==> src/rtl/led_strch_pkg.sv <==
package led_strch_pkg;

    typedef enum logic [2:0] {
        S_DARK,
        S_MIRROR,
        S_HOLD,
        S_BLINK_ON,
        S_BLINK_OFF
    } led_state_e;

    typedef enum logic [1:0] {
        M_DIRECT,
        M_STRETCH,
        M_BLINK
    } led_mode_e;

    function automatic int unsigned cnt_width(input int unsigned max_val);
        return (max_val < 2) ? 1 : $clog2(max_val + 1);
    endfunction

endpackage

==> src/rtl/led_mode_decode.sv <==
module led_mode_decode
    import led_strch_pkg::*;
(
    input  logic      strch_pin_i,
    input  logic      strch_reg_i,
    input  logic      blink_en_i,
    output led_mode_e mode_o
);

    logic strch_any;

    always_comb begin
        strch_any = strch_pin_i | strch_reg_i;
        if (blink_en_i)
            mode_o = M_BLINK;
        else if (strch_any)
            mode_o = M_STRETCH;
        else
            mode_o = M_DIRECT;
    end

endmodule

==> src/rtl/led_downcnt.sv <==
module led_downcnt #(
    parameter int unsigned W        = 8,
    parameter int unsigned LOAD_VAL = 1
) (
    input  logic clk,
    input  logic rst_n,
    input  logic load_i,
    output logic zero_o
);

    logic [W-1:0] cnt_q;

    always_ff @(posedge clk or negedge rst_n) begin
        if (!rst_n)
            cnt_q <= '0;
        else if (load_i)
            cnt_q <= W'(LOAD_VAL);
        else if (cnt_q != '0)
            cnt_q <= cnt_q - 1'b1;
    end

    assign zero_o = (cnt_q == '0);

    // an idle counter never wraps back to a nonzero count.
    p_no_wrap_r3: assert property (@(posedge clk) disable iff (!rst_n)
        (!load_i && cnt_q == '0) |=> cnt_q == '0);

    // a load request restarts the interval.
    p_reload_r4: assert property (@(posedge clk) disable iff (!rst_n)
        load_i |=> !zero_o || (LOAD_VAL == 0));

endmodule

==> src/rtl/led_pulse_stretcher.sv <==
module led_pulse_stretcher
    import led_strch_pkg::*;
#(
    parameter int unsigned CLK_HZ        = 50_000_000,
    parameter int unsigned HOLD_MS       = 42,
    parameter int unsigned BLINK_HALF_MS = 50
) (
    input  logic clk,
    input  logic rst_n,
    input  logic evt_i,
    input  logic strch_pin_i,
    input  logic strch_reg_i,
    input  logic blink_en_i,
    output logic led_o
);

    localparam int unsigned CYC_PER_MS = (CLK_HZ / 1000 < 1) ? 1 : CLK_HZ / 1000;
    localparam int unsigned HOLD_CYC   = CYC_PER_MS * HOLD_MS;
    localparam int unsigned HALF_CYC   = CYC_PER_MS * BLINK_HALF_MS;
    localparam int unsigned WIN_CYC    = 2 * HALF_CYC;
    localparam int unsigned HOLD_W     = cnt_width(HOLD_CYC);
    localparam int unsigned HALF_W     = cnt_width(HALF_CYC);
    localparam int unsigned WIN_W      = cnt_width(WIN_CYC);

    led_mode_e  mode;
    led_state_e state_q, state_d;
    logic       hold_ld, phase_ld;
    logic       hold_zero, phase_zero, win_zero;
    logic       active;

    led_mode_decode u_mode (
        .strch_pin_i (strch_pin_i),
        .strch_reg_i (strch_reg_i),
        .blink_en_i  (blink_en_i),
        .mode_o      (mode)
    );

    led_downcnt #(.W(HOLD_W), .LOAD_VAL(HOLD_CYC - 1)) u_hold (
        .clk    (clk),
        .rst_n  (rst_n),
        .load_i (hold_ld),
        .zero_o (hold_zero)
    );

    led_downcnt #(.W(HALF_W), .LOAD_VAL(HALF_CYC - 1)) u_phase (
        .clk    (clk),
        .rst_n  (rst_n),
        .load_i (phase_ld),
        .zero_o (phase_zero)
    );

    led_downcnt #(.W(WIN_W), .LOAD_VAL(WIN_CYC - 1)) u_window (
        .clk    (clk),
        .rst_n  (rst_n),
        .load_i (evt_i),
        .zero_o (win_zero)
    );

    assign active = evt_i | !win_zero;

    // State register
    always_ff @(posedge clk or negedge rst_n) begin
        if (!rst_n)
            state_q <= S_DARK;
        else
            state_q <= state_d;
    end

    // Next state and timer control
    always_comb begin
        state_d  = S_DARK;
        hold_ld  = 1'b0;
        phase_ld = 1'b0;
        unique case (mode)
            M_BLINK: begin
                if (!active) begin
                    state_d = S_DARK;
                end else begin
                    unique case (state_q)
                        S_BLINK_ON: begin
                            if (phase_zero) begin
                                state_d  = S_BLINK_OFF;
                                phase_ld = 1'b1;
                            end else begin
                                state_d = S_BLINK_ON;
                            end
                        end
                        S_BLINK_OFF: begin
                            if (phase_zero) begin
                                state_d  = S_BLINK_ON;
                                phase_ld = 1'b1;
                            end else begin
                                state_d = S_BLINK_OFF;
                            end
                        end
                        default: begin
                            state_d  = S_BLINK_ON;
                            phase_ld = 1'b1;
                        end
                    endcase
                end
            end
            M_STRETCH: begin
                if (evt_i) begin
                    state_d = S_HOLD;
                    hold_ld = 1'b1;
                end else if (state_q == S_HOLD && !hold_zero) begin
                    state_d = S_HOLD;
                end else begin
                    state_d = S_DARK;
                end
            end
            default: begin
                state_d = evt_i ? S_MIRROR : S_DARK;
            end
        endcase
    end

    // Output decode
    always_comb begin
        led_o = (state_q == S_MIRROR) || (state_q == S_HOLD) || (state_q == S_BLINK_ON);
    end

    // either stretch source alone turns an event into a held light.
    p_single_src_r2: assert property (@(posedge clk) disable iff (!rst_n)
        ((strch_pin_i ^ strch_reg_i) && !blink_en_i && evt_i) |=> led_o);

    // an unexpired hold keeps the LED lit.
    p_hold_lit_r3: assert property (@(posedge clk) disable iff (!rst_n)
        (state_q == S_HOLD && !hold_zero && !blink_en_i && (strch_pin_i | strch_reg_i)) |=> led_o);

    // direct mode repeats the sampled event.
    p_direct_follow_r5: assert property (@(posedge clk) disable iff (!rst_n)
        (!blink_en_i && !strch_pin_i && !strch_reg_i) |=> led_o == $past(evt_i));

    // blink mode never enters the hold state.
    p_blink_no_hold_r6: assert property (@(posedge clk) disable iff (!rst_n)
        blink_en_i |=> state_q != S_HOLD);

    // an expired phase in the lit half toggles to dark while active.
    p_toggle_r8: assert property (@(posedge clk) disable iff (!rst_n)
        (blink_en_i && active && state_q == S_BLINK_ON && phase_zero) |=> !led_o);

    // no activity in blink mode means a dark LED.
    p_blink_dark_r9: assert property (@(posedge clk) disable iff (!rst_n)
        (blink_en_i && !evt_i && win_zero) |=> !led_o);

endmodule

==> config.mk <==
export PLATFORM = sky130hd
export DESIGN_NAME = led_pulse_stretcher
export DESIGN_NICKNAME = d
export VERILOG_FILES = /design/src/rtl/led_strch_pkg.sv /design/src/rtl/led_mode_decode.sv /design/src/rtl/led_downcnt.sv /design/src/rtl/led_pulse_stretcher.sv
export SDC_FILE = /design/constraint.sdc
export NUM_CORES = 1
export LEC_CHECK = 0
export ABC_CLOCK_PERIOD_IN_PS = 3600
export CAP_MARGIN = 10
export CORE_MARGIN = 5
export CORE_UTILIZATION = 45
export DETAILED_ROUTE_END_ITERATION = 8
export SLEW_MARGIN = 10
export SYNTH_ARGS = -nofsm -noshare
export SYNTH_HDL_FRONTEND = slang
export SYNTH_SLANG_ARGS = --single-unit
==> constraint.sdc <==
create_clock -name clk -period 3.6 [get_ports clk]
set_input_delay 1.08 -clock clk [delete_from_list [all_inputs] [get_ports clk]]
set_output_delay 1.08 -clock clk [all_outputs]
set_load 0.02 [all_outputs]
Word-level counts from Yosys, hierarchy flattened
Cells that the tools add are included.
Storage, ports and cells
  word-level logic and storage cells: 52
  output and inout port bits: 1
  register bits: 70
Cells by class
  add/sub/neg operators: 3
  reduce and logical (&&, ||, !) cells: 15
  equality and inequality tests: 6
  bitwise logic cells: 2
  mux-type cells: 22
Operator list (number)
  22-bit 2-to-1 mux: 4
  23-bit 2-to-1 mux: 2
  22-bit logical NOT: 2
  22-bit nonzero test: 2
  22-bit by 1-bit subtractor with 22-bit output (second input constant): 2
  23-bit logical NOT: 1
  23-bit nonzero test: 1
  23-bit by 1-bit subtractor with 23-bit output (second input constant): 1
  3-bit case mux with 2 select lines: 2
  3-bit 2-to-1 mux: 3
  1-bit 2-to-1 mux: 8
  3-bit by 2-bit == test with 1-bit output (second input constant): 2
  2-bit 2-to-1 mux: 3
  2-bit nonzero test: 3
  3-bit by 1-bit == test with 1-bit output (second input constant): 1
  3-bit == test (second input constant): 1
  2-bit by 1-bit == test with 1-bit output (second input constant): 1
  2-bit == test (second input constant): 1
  1-bit logical NOT: 2
  1-bit logical OR: 2
  1-bit OR: 2
  2-bit OR reduction: 1
  1-bit logical AND: 1

Logic depth before layout (Yosys ltp)
  depth after elaboration: 6
  gate-level depth with buffers: 10

Cells and area by module
Synthesis repeated with hierarchy kept, for this count alone.
Second synthesis, totals
  cell total of the unflattened synthesis: 450
  area, all modules: 4206.5 µm²
Modules (own cells, without submodules)
  led_downcnt (u_window): times used 1, cells each 155, area each 1411.4 µm²
  led_downcnt (u_hold): times used 1, cells each 143, area each 1341.3 µm²
  led_downcnt (u_phase): times used 1, cells each 125, area each 1209.9 µm²
  led_pulse_stretcher: times used 1, cells each 25, area each 226.5 µm²
  led_mode_decode: times used 1, cells each 2, area each 17.5 µm²

Worst setup path after synthesis
OpenSTA, ideal clock, no wires.
  path type: flip-flop to flip-flop
  start: register u_window.cnt_q[12]
  end: register u_phase.cnt_q[18]
  required time: 3.465 ns
  clock period less this slack: 2.609 ns
  setup slack: 0.991 ns
  cell stages (with the launch flop): 9
  setup time: 0.135 ns
  path buffers: 2
  data arrival time: 2.475 ns
  cell sequence: dfrtp_1 -> or4_4 -> or4_1 -> buf_2 -> o41ai_4 -> buf_6 -> a211oi_1 -> xnor2_1 -> nand2_1
On the way
  word-level cells in the longest chain between the ends: 6
  elaborated cells on any way between the ends: 7
  those cells by class: mux (3); bitwise (1); reduce/logical (3)
RTL lines
  from (decl): line led_downcnt.sv:11  | logic [W-1:0] cnt_q;
  from (signal assigned): line led_downcnt.sv:17  | cnt_q <= W'(LOAD_VAL);
  from (signal assigned): line led_downcnt.sv:19  | cnt_q <= cnt_q - 1'b1;
  23-bit logical NOT (*): line led_downcnt.sv:22  | assign zero_o = (cnt_q == '0);
  1-bit logical NOT (*): line led_pulse_stretcher.sv:59  | assign active = evt_i | !win_zero;
  1-bit OR (*): line led_pulse_stretcher.sv:59
  1-bit 2-to-1 mux (*): line led_pulse_stretcher.sv:76  | if (!active) begin
  1-bit 2-to-1 mux (*): line led_pulse_stretcher.sv:74  | unique case (mode)
  22-bit 2-to-1 mux or 2-bit nonzero test (tied branches)
  to (signal assigned): line led_downcnt.sv:17
  to (signal assigned): line led_downcnt.sv:19
  to (decl): line led_downcnt.sv:11
Every way passes the cells marked *; elsewhere a longest branch is shown, timed or not.
A chain may end at the register's enable or synchronous reset.

Worst setup path in the final report
  start: register u_window.cnt_q[12]
  end: register u_phase.cnt_q[16]
Same word-level chain as after synthesis.

==> impl_metrics.csv <==
group,metric,value,unit
drt,routed-via-count,2773,
flow_run,cap_viol_max_count,0,
place,placed_cells,498,
synthesis,yosysWarnings,0,
sta,worst_pin_slew,875,ps
pwr,p_per_area,391,mW/mm2
synthesis,async_flop_share,100,%
run_status,status,"finished, final reports clean",
worst_setup_path,critPathLaunchType,"flop",
worst_setup_path,crit_type,"reg2reg",
drt,drt_pass1_iterations,4,
drt,wl_met1,3.61,mm
global_route,grt_util_all_layers,15.5,%
clocking,clk_pin_slew_worst_paths,80,ps
drt,routed_wl,7.33,mm
min_path,hold_depth,2,
drt,vias_per_cell,5.39,
clocking,clock_latency,340,ps
clocking,cts_made_buffers,9,
min_path,hold_end,"u_hold.cnt_q[21]",
synthesis,ys_types,52,
synthesis,synth_area_leaders,"dfrtp_1, xnor2_1, nor2_1",
place,dpl.hpwl,4.97,mm
synthesis,syn_area,0.00374,mm2
synthesis,ys_seq_area_share,46.8,%
worst_setup_path,reg2reg_depth,7,
synthesis,yosysTopAreaCellShare,46.8,%
synthesis,synth_area_per_cell,9.60,um2
synthesis,synthCells,390,
clocking,cts_tree,"done",
clocking,clockRootBuffer,"clkbuf_8",
layout,fin_cells,514,
worst_setup_path,critPathCaptureType,"flop",
pwr,p_leak,1.52,nW
worst_setup_path,r2r-start,"u_window.cnt_q[12]",
sta,max_freq,0.337,GHz
worst_setup_path,reg2reg_to,"u_phase.cnt_q[16]",
sta,rsz0062_at_grt,"no",
global_route,grt-ovfl-total,0,
sta,postLayoutSetupSlackWorst,636,ps
synthesis,synth_edf_count,0,
synthesis,synth_ff_type,"dfrtp_1",
drt,wl_met3,195,um
global_route,grt_max_degree,71,
drt,wl_per_cell,14.3,um
place,dp_slack,625,ps
layout,syn_to_final_growth,9.93,%
floorplanning,coreArea,0.00818,mm2
drt,drc,0,
global_route,grt_pass1_wl,12.7,mm
clocking,post-cts-setup-buffers,0,
place,gp_congestion,0.818,
floorplanning,die_w,101,um
drt,drt_iter0_markers,101,
floorplanning,dieArea,0.0102,mm2
sta,finClkSkew,10.7,ps
floorplanning,die_h,101,um
worst_setup_path,arrival,3170,ps
layout,n_antenna_cell,0,
floorplanning,start_util,45.8,%
place,port-buffer-count,6,
sta,slew_viol_final,0,
place,dpl_cell_area,0.00395,mm2
sta,tns,0,ps
drt,top_layer,"met4",
worst_setup_path,worstPathMaxFanout,9,
sta,setup_viol,0,
clocking,cts_buffer_depth,2,
layout,stdcell_area,0.00412,mm2
synthesis,synth_nets,401,
drt,antenna_left,0,
global_route,grt_pass1_vias,2729,
synthesis,yosys.area.top_type,"dfrtp_1",
worst_setup_path,r2r_setup_slack,640,ps
clocking,cts.repair.resized,0,
worst_setup_path,required,3800,ps
clocking,cts_sinks,70,
floorplanning,num_io_pins,7,
clocking,ctsHtreeMaxLevel,3,
min_path,holdCritStartpoint,"u_hold.cnt_q[21]",
floorplanning,num_rows,33,
min_path,hp-class,"reg2reg",
drt,met2WireLength,3.39,mm
synthesis,synth_seq_cells,70,
pwr,vdd_drop_max,0.000180,V
global_route,antenna_found_initial,0,
sta,final.period_utilization,82.3,%
sta,hold_violations,0,
layout,n_fill_cell,759,
layout,drive_above_1_share,11.0,%
sta,min_period,2960,ps
sta,relSlewSlack,41.7,%
layout,fin_nets,415,
clocking,ctsHoldBuffers,0,
worst max-delay path by stage:
| stage | from | endpoint | slack [ps] | cells after the start |
|---|---|---|---|---|
| floorplan | u_window.cnt_q[12] | u_phase.cnt_q[18] | 990 | 8 |
| global placement | evt_i | u_phase.cnt_q[19] | 660 | 6 |
| detailed placement | evt_i | u_phase.cnt_q[19] | 630 | 6 |
| CTS | u_window.cnt_q[12] | u_phase.cnt_q[16] | 630 | 7 |
| global route | u_window.cnt_q[12] | u_phase.cnt_q[7] | 460 | 7 |
| finish | u_window.cnt_q[12] | u_phase.cnt_q[16] | 640 | 7 |
critical path, cell delays in order, from the launching register on:
cell and delay [ps]:
dfrtp_1 430, or4_4 580, or4_1 670, o41ai_4 550, buf_4 280, a211oi_1 100, xnor2_1 160, nor2_1 50
registers in the layout (all words and copies together) (netlist names):
signal / cells
u_hold.cnt_q: 22
u_window.cnt_q: 23
u_phase.cnt_q: 22
state_q: 3
through the flow:
| stage | utilization (%) | hold WS, ps | total power, mW |
|---|---|---|---|
| detailed placement | 48.3 | 500 | 1.07 |
| global placement | 48.3 | 493 | 1.07 |
| finish | 50.3 | 525 | 1.61 |
| CTS | 50.3 | 523 | 1.64 |
| global route | 50.3 | 541 | 1.70 |
| floorplan | - | 475 | 1.01 |
placed cells by master (no fill, tap or decap), drive strengths merged, types with 2 or more instances in the layout:
master         synthesis  final
nand4                  2      2
a21oi                 11     11
nand3b                 8      8
nand2                 41     41
or4                    9      9
clkdlybuf4s50          0      5
o41ai                  2      2
or2                    3      3
ha                     5      5
xor2                  20     20
a211o                  2      2
nor2b                  2      2
buf                    4     11
o211ai                 4      4
nor3                  21     21
nor3b                  2      2
a2111oi                3      3
inv                   10     10
xnor2                 31     31
a211oi                 9      9
nor2                  51     51
o21ai                  8      8
nand4b                 5      5
clkbuf                 9     12
and4                   2      2
dfrtp                 70     70
nand2b                 7      7
nand3                 15     15
a31oi                  3      3
nor4                  14     14
or3                    9      9
clkinv                 0      3
layout make-up:
cell class | instances | area, um2 | area share (%)
flip-flops and latches | 70 | 1750 | 42.6
multi-input cells | 297 | 1900 | 46.1
repair buffers | 16 | 130 | 3.16
inverters | 10 | 37.5 | 0.912
clock buffers | 12 | 145 | 3.53
clock inverters | 4 | 22.5 | 0.547
well taps | 105 | 131 | 3.19
routing by layer:
metal	global-route usage, %	vias to the layer above
met1	20.7	1336
li1	-	1392
met2	24.1	34
met4	5.83	0
met3	4.34	11
met5	0	-
Yosys cell counts, drive strengths merged (4+ instances only):
master / instances
or3: 9
a21oi: 11
nor4: 14
inv: 10
nand4b: 5
dfrtp: 70
or4: 9
xnor2: 31
o211ai: 4
ha: 5
a211oi: 9
nor3: 21
nor2: 51
o21ai: 8
nand2b: 7
nand2: 41
clkbuf: 9
nand3: 15
xor2: 20
nand3b: 8
buf: 4
power breakdown:
part / switching (mW) / internal [mW]
sequential: 0.0480 / 0.828
combinational: 0.108 / 0.0713
clock: 0.288 / 0.266
logic make-up (layout without fill, tap and decap cells):
logic type | Yosys count | in the layout | synth area share [%]
mux | 1 | 1 | 0.301
flops | 70 | 70 | 46.8
buf+inv | 23 | 42 | 2.67
compound gates | 45 | 45 | 9.36
fa+ha+maj | 5 | 5 | 1.67
xor+xnor | 51 | 51 | 12.3
simple gates | 195 | 195 | 26.9
(Power assumes the default switching activity.)
